### src/rtl/rdlat_pkg.sv
package rdlat_pkg;

  localparam int unsigned LANE_BITS = 8;

  typedef enum logic {
    CL_TWO   = 1'b0,
    CL_THREE = 1'b1
  } cas_lat_e;

  // Number of running edges between the accept edge and the edge that
  // loads the word into the output register (latency minus one).
  function automatic int unsigned load_delay(cas_lat_e cl);
    return (cl == CL_THREE) ? 2 : 1;
  endfunction

endpackage

### src/rtl/rdlat_stage_pipe.sv
module rdlat_stage_pipe
  import rdlat_pkg::*;
#(
  parameter int unsigned DATA_W = 32
) (
  input  logic              clk,
  input  logic              rst_n,
  input  logic              run,
  input  logic              acc,
  input  cas_lat_e          acc_cl,
  input  logic [DATA_W-1:0] acc_data,
  output logic              nxt_vld,
  output logic [DATA_W-1:0] nxt_data
);

  logic              s0_vld;
  cas_lat_e          s0_cl;
  logic [DATA_W-1:0] s0_data;
  logic              s1_vld;
  logic [DATA_W-1:0] s1_data;
  logic              s0_direct;

  // A stage-0 word with a one-edge load delay goes straight to the output.
  assign s0_direct = s0_vld && (load_delay(s0_cl) == 1);

  // The older word in stage 1 has priority over a direct stage-0 word.
  always_comb begin
    nxt_vld  = s1_vld || s0_direct;
    nxt_data = s1_vld ? s1_data : s0_data;
  end

  always_ff @(posedge clk or negedge rst_n) begin
    if (!rst_n) begin
      s0_vld  <= 1'b0;
      s0_cl   <= CL_TWO;
      s0_data <= '0;
      s1_vld  <= 1'b0;
      s1_data <= '0;
    end else if (run) begin
      s0_vld  <= acc;
      s0_cl   <= acc_cl;
      s0_data <= acc_data;
      s1_vld  <= s0_vld && !s0_direct;
      s1_data <= s0_data;
    end
  end

endmodule

### src/rtl/rdlat_out_reg.sv
module rdlat_out_reg #(
  parameter int unsigned LANES  = 4,
  parameter int unsigned LANE_W = 8,
  localparam int unsigned DATA_W = LANES * LANE_W
) (
  input  logic              clk,
  input  logic              rst_n,
  input  logic              run,
  input  logic [LANES-1:0]  dqm,
  input  logic              nxt_vld,
  input  logic [DATA_W-1:0] nxt_data,
  output logic              out_vld,
  output logic [DATA_W-1:0] dq_out,
  output logic [LANES-1:0]  dq_oe
);

  logic [LANES-1:0] dqm_q;

  always_ff @(posedge clk or negedge rst_n) begin
    if (!rst_n) begin
      dqm_q   <= '0;
      out_vld <= 1'b0;
    end else if (run) begin
      dqm_q   <= dqm;
      out_vld <= nxt_vld;
    end
  end

  for (genvar i = 0; i < LANES; i++) begin : g_lane
    logic              lane_on;
    logic              lane_oe;
    logic [LANE_W-1:0] lane_q;

    assign lane_on = nxt_vld && !dqm_q[i];

    always_ff @(posedge clk or negedge rst_n) begin
      if (!rst_n) begin
        lane_oe <= 1'b0;
        lane_q  <= '0;
      end else if (run) begin
        lane_oe <= lane_on;
        lane_q  <= lane_on ? nxt_data[i*LANE_W +: LANE_W] : '0;
      end
    end

    assign dq_oe[i]                   = lane_oe;
    assign dq_out[i*LANE_W +: LANE_W] = lane_q;
  end

endmodule

### src/rtl/rdlat_wr_gate.sv
module rdlat_wr_gate #(
  parameter int unsigned LANES = 4
) (
  input  logic             run,
  input  logic             wr_req,
  input  logic [LANES-1:0] dqm,
  output logic [LANES-1:0] wr_strobe
);

  assign wr_strobe = {LANES{wr_req && run}} & ~dqm;

endmodule

### src/rtl/rdlat_top.sv
module rdlat_top
  import rdlat_pkg::*;
#(
  parameter int unsigned LANES  = 4,
  parameter int unsigned LANE_W = LANE_BITS,
  localparam int unsigned DATA_W = LANES * LANE_W
) (
  input  logic              clk,
  input  logic              rst_n,
  input  logic              cke,
  input  logic              cas_lat3,
  input  logic              rd_start,
  input  logic              rd_valid,
  input  logic              rd_stop,
  input  logic [DATA_W-1:0] rd_data,
  input  logic [LANES-1:0]  dqm,
  input  logic              wr_req,
  output logic [LANES-1:0]  wr_strobe,
  output logic [DATA_W-1:0] dq_out,
  output logic [LANES-1:0]  dq_oe
);

  logic              cke_q;
  logic              run;
  logic              halted;
  logic              rd_accept;
  logic              rd_accept_l2;
  logic              rd_accept_l3;
  logic              nxt_vld;
  logic [DATA_W-1:0] nxt_data;
  logic              out_word_vld;
  cas_lat_e          acc_cl;

  // The clock enable sampled at one edge gates the following edge.
  always_ff @(posedge clk or negedge rst_n) begin
    if (!rst_n) cke_q <= 1'b1;
    else        cke_q <= cke;
  end

  assign run = cke_q;

  // Burst halt: set by a stop, cleared by the first word of a new burst.
  always_ff @(posedge clk or negedge rst_n) begin
    if (!rst_n)        halted <= 1'b0;
    else if (run) begin
      if (rd_stop)       halted <= 1'b1;
      else if (rd_start) halted <= 1'b0;
    end
  end

  assign acc_cl       = cas_lat3 ? CL_THREE : CL_TWO;
  assign rd_accept    = run && rd_valid && !rd_stop && (rd_start || !halted);
  assign rd_accept_l2 = rd_accept && (acc_cl == CL_TWO);
  assign rd_accept_l3 = rd_accept && (acc_cl == CL_THREE);

  rdlat_stage_pipe #(.DATA_W(DATA_W)) u_pipe (
    .clk      (clk),
    .rst_n    (rst_n),
    .run      (run),
    .acc      (rd_accept),
    .acc_cl   (acc_cl),
    .acc_data (rd_data),
    .nxt_vld  (nxt_vld),
    .nxt_data (nxt_data)
  );

  rdlat_out_reg #(.LANES(LANES), .LANE_W(LANE_W)) u_out (
    .clk      (clk),
    .rst_n    (rst_n),
    .run      (run),
    .dqm      (dqm),
    .nxt_vld  (nxt_vld),
    .nxt_data (nxt_data),
    .out_vld  (out_word_vld),
    .dq_out   (dq_out),
    .dq_oe    (dq_oe)
  );

  rdlat_wr_gate #(.LANES(LANES)) u_wr (
    .run       (run),
    .wr_req    (wr_req),
    .dqm       (dqm),
    .wr_strobe (wr_strobe)
  );

endmodule

### config.mk
export PLATFORM = sky130hd
export DESIGN_NAME = rdlat_top
export DESIGN_NICKNAME = d
export VERILOG_FILES = /design/src/rtl/rdlat_pkg.sv /design/src/rtl/rdlat_stage_pipe.sv /design/src/rtl/rdlat_out_reg.sv /design/src/rtl/rdlat_wr_gate.sv /design/src/rtl/rdlat_top.sv
export SDC_FILE = /design/constraint.sdc
export NUM_CORES = 1
export LEC_CHECK = 0
export BUFFER_PORTS_ARGS = -buffer_cell sky130_fd_sc_hd__buf_4
export CAP_MARGIN = 20
export CORE_AREA = 2 2 97 99
export CTS_BUF_LIST = sky130_fd_sc_hd__clkbuf_4 sky130_fd_sc_hd__clkbuf_8
export DETAILED_ROUTE_END_ITERATION = 16
export DIE_AREA = 0 0 99 101
export GPL_TIMING_DRIVEN = 0
export PLACE_DENSITY = 0.77
export SLEW_MARGIN = 10
export SYNTH_ARGS = -nofsm -noshare
export SYNTH_HDL_FRONTEND = slang
export SYNTH_SLANG_ARGS = --single-unit
### constraint.sdc
create_clock -name clk -period 1.4 [get_ports clk]
set_input_delay 0.28 -clock clk [delete_from_list [all_inputs] [get_ports clk]]
set_output_delay 0.28 -clock clk [all_outputs]
set_load 0.01 [all_outputs]
==> results.py <==
metrics = {
    "grt": {
        "groute.usage.overall": 0.178,
        "grt_pass1_wl_um": 13900,
        "largest_net_degree_at_the_start_of_global_routing": 110,
        "grt_pass1_vias": 2819,
        "globalRoute.totalOverflow": 0,
        "grt_antenna_before_repair": 0,
    },
    "setup_path": {
        "critical_path.cell_chain": "buf_6, buf_8, nand2_8, nor2_4, buf_6",
        "crit_path_top_delay_cell": "dfstp_2",
        "worst_path_most_repeated_cell": "buf_6",
        "crit_start": "cke_q$_DFF_PN1_",
        "worst-path-buf-inv": 3,
        "worst-setup-path-type": "reg -> out",
        "worst_setup_path_end_kind": "primary output",
        "critical_path_peak_fanout": 4,
        "regToRegStartpoint": "cke_q$_DFF_PN1_",
        "worst_r2r_endpoint": "u_pipe.s1_data[20]$_DFFE_PN0P_",
        "crit_path_start_kind": "flip-flop",
        "timing.critical_path.required_ns": 1.12,
        "worst-path-stages": 5,
        "timing.critical_path.slowest_cell_delay_ns": 0.56,
        "ff2ff_setup_slack_ns": 0.02,
        "worst_ep_arrival_time_ns": 1.38,
        "r2r.worst_path.cells": 3,
        "timing.critical_path.max_delay_family": "flip-flops",
        "worst_setup_path_endpoint": "wr_strobe[1]",
    },
    "sta": {
        "setup_viol": 4,
        "timing.slew.headroom": 0.350,
        "final_critical_path_setup_slack_ns": -0.259,
        "final_total_negative_setup_slack_ns": -1.01,
        "finalCritPeriodShare": 1.19,
        "timing.final.max_slew_violations": 0,
        "hold_viol": 0,
        "unrepaired_setup_endpoints_after_global_routing": "true",
        "finClkSkew_ns": 0.0105,
        "period_minus_slack_ns": 1.66,
        "tightestPinTransition_ns": 0.975,
        "timing.fmax_ghz": 0.603,
    },
    "cells_and_area": {
        "diodes": 0,
        "most_frequent_cells_in_the_layout": "dfrtp_1 (108), buf_4 (85), mux2_2 (69)",
        "register_area_um2": 2730,
        "multiInputGateArea_um2": 1530,
        "layout-drive-gt1-share": 0.481,
        "fillerInstances": 728,
        "final_design_area_excluding_fillers_um2": 5590,
        "final_net_count": 467,
        "final_common_cell": "dfrtp_1",
        "area_growth_pct": 23.5,
    },
    "yosys": {
        "syn-mean-instance-area_um2": 13.9,
        "synth.yosys.seq_area_share": 0.602,
        "postSynthNetCount": 371,
        "synth.yosys.warnings": 0,
        "synth_cell_types": 19,
        "mappedNetlistArea_um2": 4530,
        "yosys_register_bits": 109,
        "synth_cells": 327,
    },
    "placement": {
        "portBuffers": 83,
        "hpwl_um": 5680,
        "placed_area_um2": 5340,
        "place_congestion": 0.694,
    },
    "pwr": {
        "combinationalPowerShare": 0.156,
        "pwr_density_cell_nw_per_um2": 1150,
        "clockPowerShare": 0.276,
        "static_power_due_to_leakage_nw": 2.49,
        "swShare": 0.254,
        "seq_power_share": 0.567,
        "worst_ir_drop_vdd_mv": 0.687,
        "netSwitchingPower_w": 0.00163,
        "internal_power_w": 0.00478,
    },
    "clock_tree": {
        "cts_tree": "yes",
        "h-tree-depth": 3,
        "total_clock_sinks": 109,
        "clk_path_buf_depth": 2,
        "cts_hold_buf": 0,
        "cts-buffers-inserted": 9,
        "clock-root-buffer": "clkbuf_8",
        "path_clk_slew_ns": 0.10,
        "worst_skew_pair.late_latency_ns": 0.36,
    },
    "die": {
        "ioPinCount": 84,
        "die_ar_um2": 10000,
        "core-area_um2": 8980,
        "start_util": 0.505,
        "dieWidth_um": 99,
        "die_height_um": 101,
        "num_rows": 35,
    },
    "flow_run": {
        "timing.max_cap.violations": 0,
    },
    "run_status": {
        "failed_checks": "negative setup slack",
        "run_status": "complete, but fails checks",
    },
    "worst_hold_path": {
        "worstHoldPathType": "in -> async",
    },
    "detailed_routing": {
        "drt_pre_antenna_iters": 4,
        "postRouteWirelength_um": 8510,
        "drcViolationCount": 0,
        "routed_wire_length_per_instance_um": 15.8,
        "detailedRoute.firstIterationViolations": 76,
        "ant_nets": 0,
        "detailroute.via_count": 2760,
        "detailed_route_vias_per_instance": 5.12,
    },
}
[power by group through the flow]
stage / combinational, W / sequential (W) / clock [W]
finish: 0.00100 / 0.00364 / 0.00177
global route: 0.00109 / 0.00368 / 0.00196
CTS: 0.00101 / 0.00364 / 0.00183
detailed placement: 0.000998 / 0.00370 / 0
global placement: 0.000967 / 0.00368 / 0
floorplan: 0.000603 / 0.00368 / 0
[through the flow]
step	util	instances	power, W	hold WS (ns)	setup WS (ns)
3_3_place_gp	0.594	521	0.00465	0.400	-0.140
2_1_floorplan	-	327	0.00428	-0.0156	0.0252
6_report	0.623	539	0.00641	0.0125	-0.259
3_5_place_dp	0.595	521	0.00470	0.397	-0.173
5_1_grt	0.623	539	0.00674	0.00730	-0.325
4_1_cts	0.620	539	0.00648	0.0199	-0.265
[what timing repair did]
action / in CTS / in global routing
setup buffers: 3 / 0
pin swaps: 2 / 0
endpoints found under the setup margin: 6 / 48
resized for setup: 7 / 7
[registers in the layout, summed over array words and instances (netlist names), 4 cells and up]
name                  cells
u_out.dqm_q               4
u_out.g_lane.lane_oe      4
u_out.g_lane.lane_q      32
u_pipe.s0_data           32
u_pipe.s1_data           32
[synth_stat cells (all sizes together)]
master  instances  share of area
a22o            1         0.0019
and2b           4         0.0088
buf            22          0.038
dfrtp         108           0.60
dfstp           1         0.0058
inv            38          0.031
mux2           69           0.17
mux2i          32          0.071
nand2           2         0.0017
nand2b          1         0.0014
nand3           2         0.0022
nor2            4         0.0033
nor2b           1         0.0014
o21ai           9          0.020
o22ai          33          0.046
[per-layer routing]
layer  vias to the layer above  global-route usage  routed length (um)
met5                         -                   0                   0
met4                         0              0.0611                 110
met3                        11              0.0451                 407
met2                        57               0.288                4100
met1                      1377               0.236                3900
li1                       1315                   -                   -
[cells by family after synthesis]
kind of cell,share of synthesized area
DFF,0.602
muxes,0.242
buffers and inverters,0.0693
AOI/OAI and AO/OA,0.0674
and+or+nand+nor,0.0188
[layout make-up]
cell class                      count  area share
Inverter                           38      0.0255
Buffer                             21      0.0358
Sequential cell                   109       0.488
Clock buffer                       12      0.0273
Tap cell                          111      0.0248
Clock inverter                      4     0.00582
Timing Repair Buffer               86       0.119
Multi-Input combinational cell    158       0.274
[how the worst min path moves through the flow]
| stage | slack (ns) | endpoint | cells past startpoint | from |
|---|---|---|---|---|
| 2_1_floorplan | -0.02 | halted$_DFFE_PN0P_ | 0 | rst_n |
| 3_3_place_gp | 0.40 | cke_q$_DFF_PN1_ | 1 | cke |
| 3_5_place_dp | 0.40 | cke_q$_DFF_PN1_ | 1 | cke |
| 4_1_cts | 0.02 | cke_q$_DFF_PN1_ | 1 | cke |
| 5_1_grt | 0.007 | cke_q$_DFF_PN1_ | 1 | cke |
| 6_report | 0.01 | u_pipe.s1_data[13]$_DFFE_PN0P_ | 1 | rst_n |
Power figures use the tool's default switching activity.
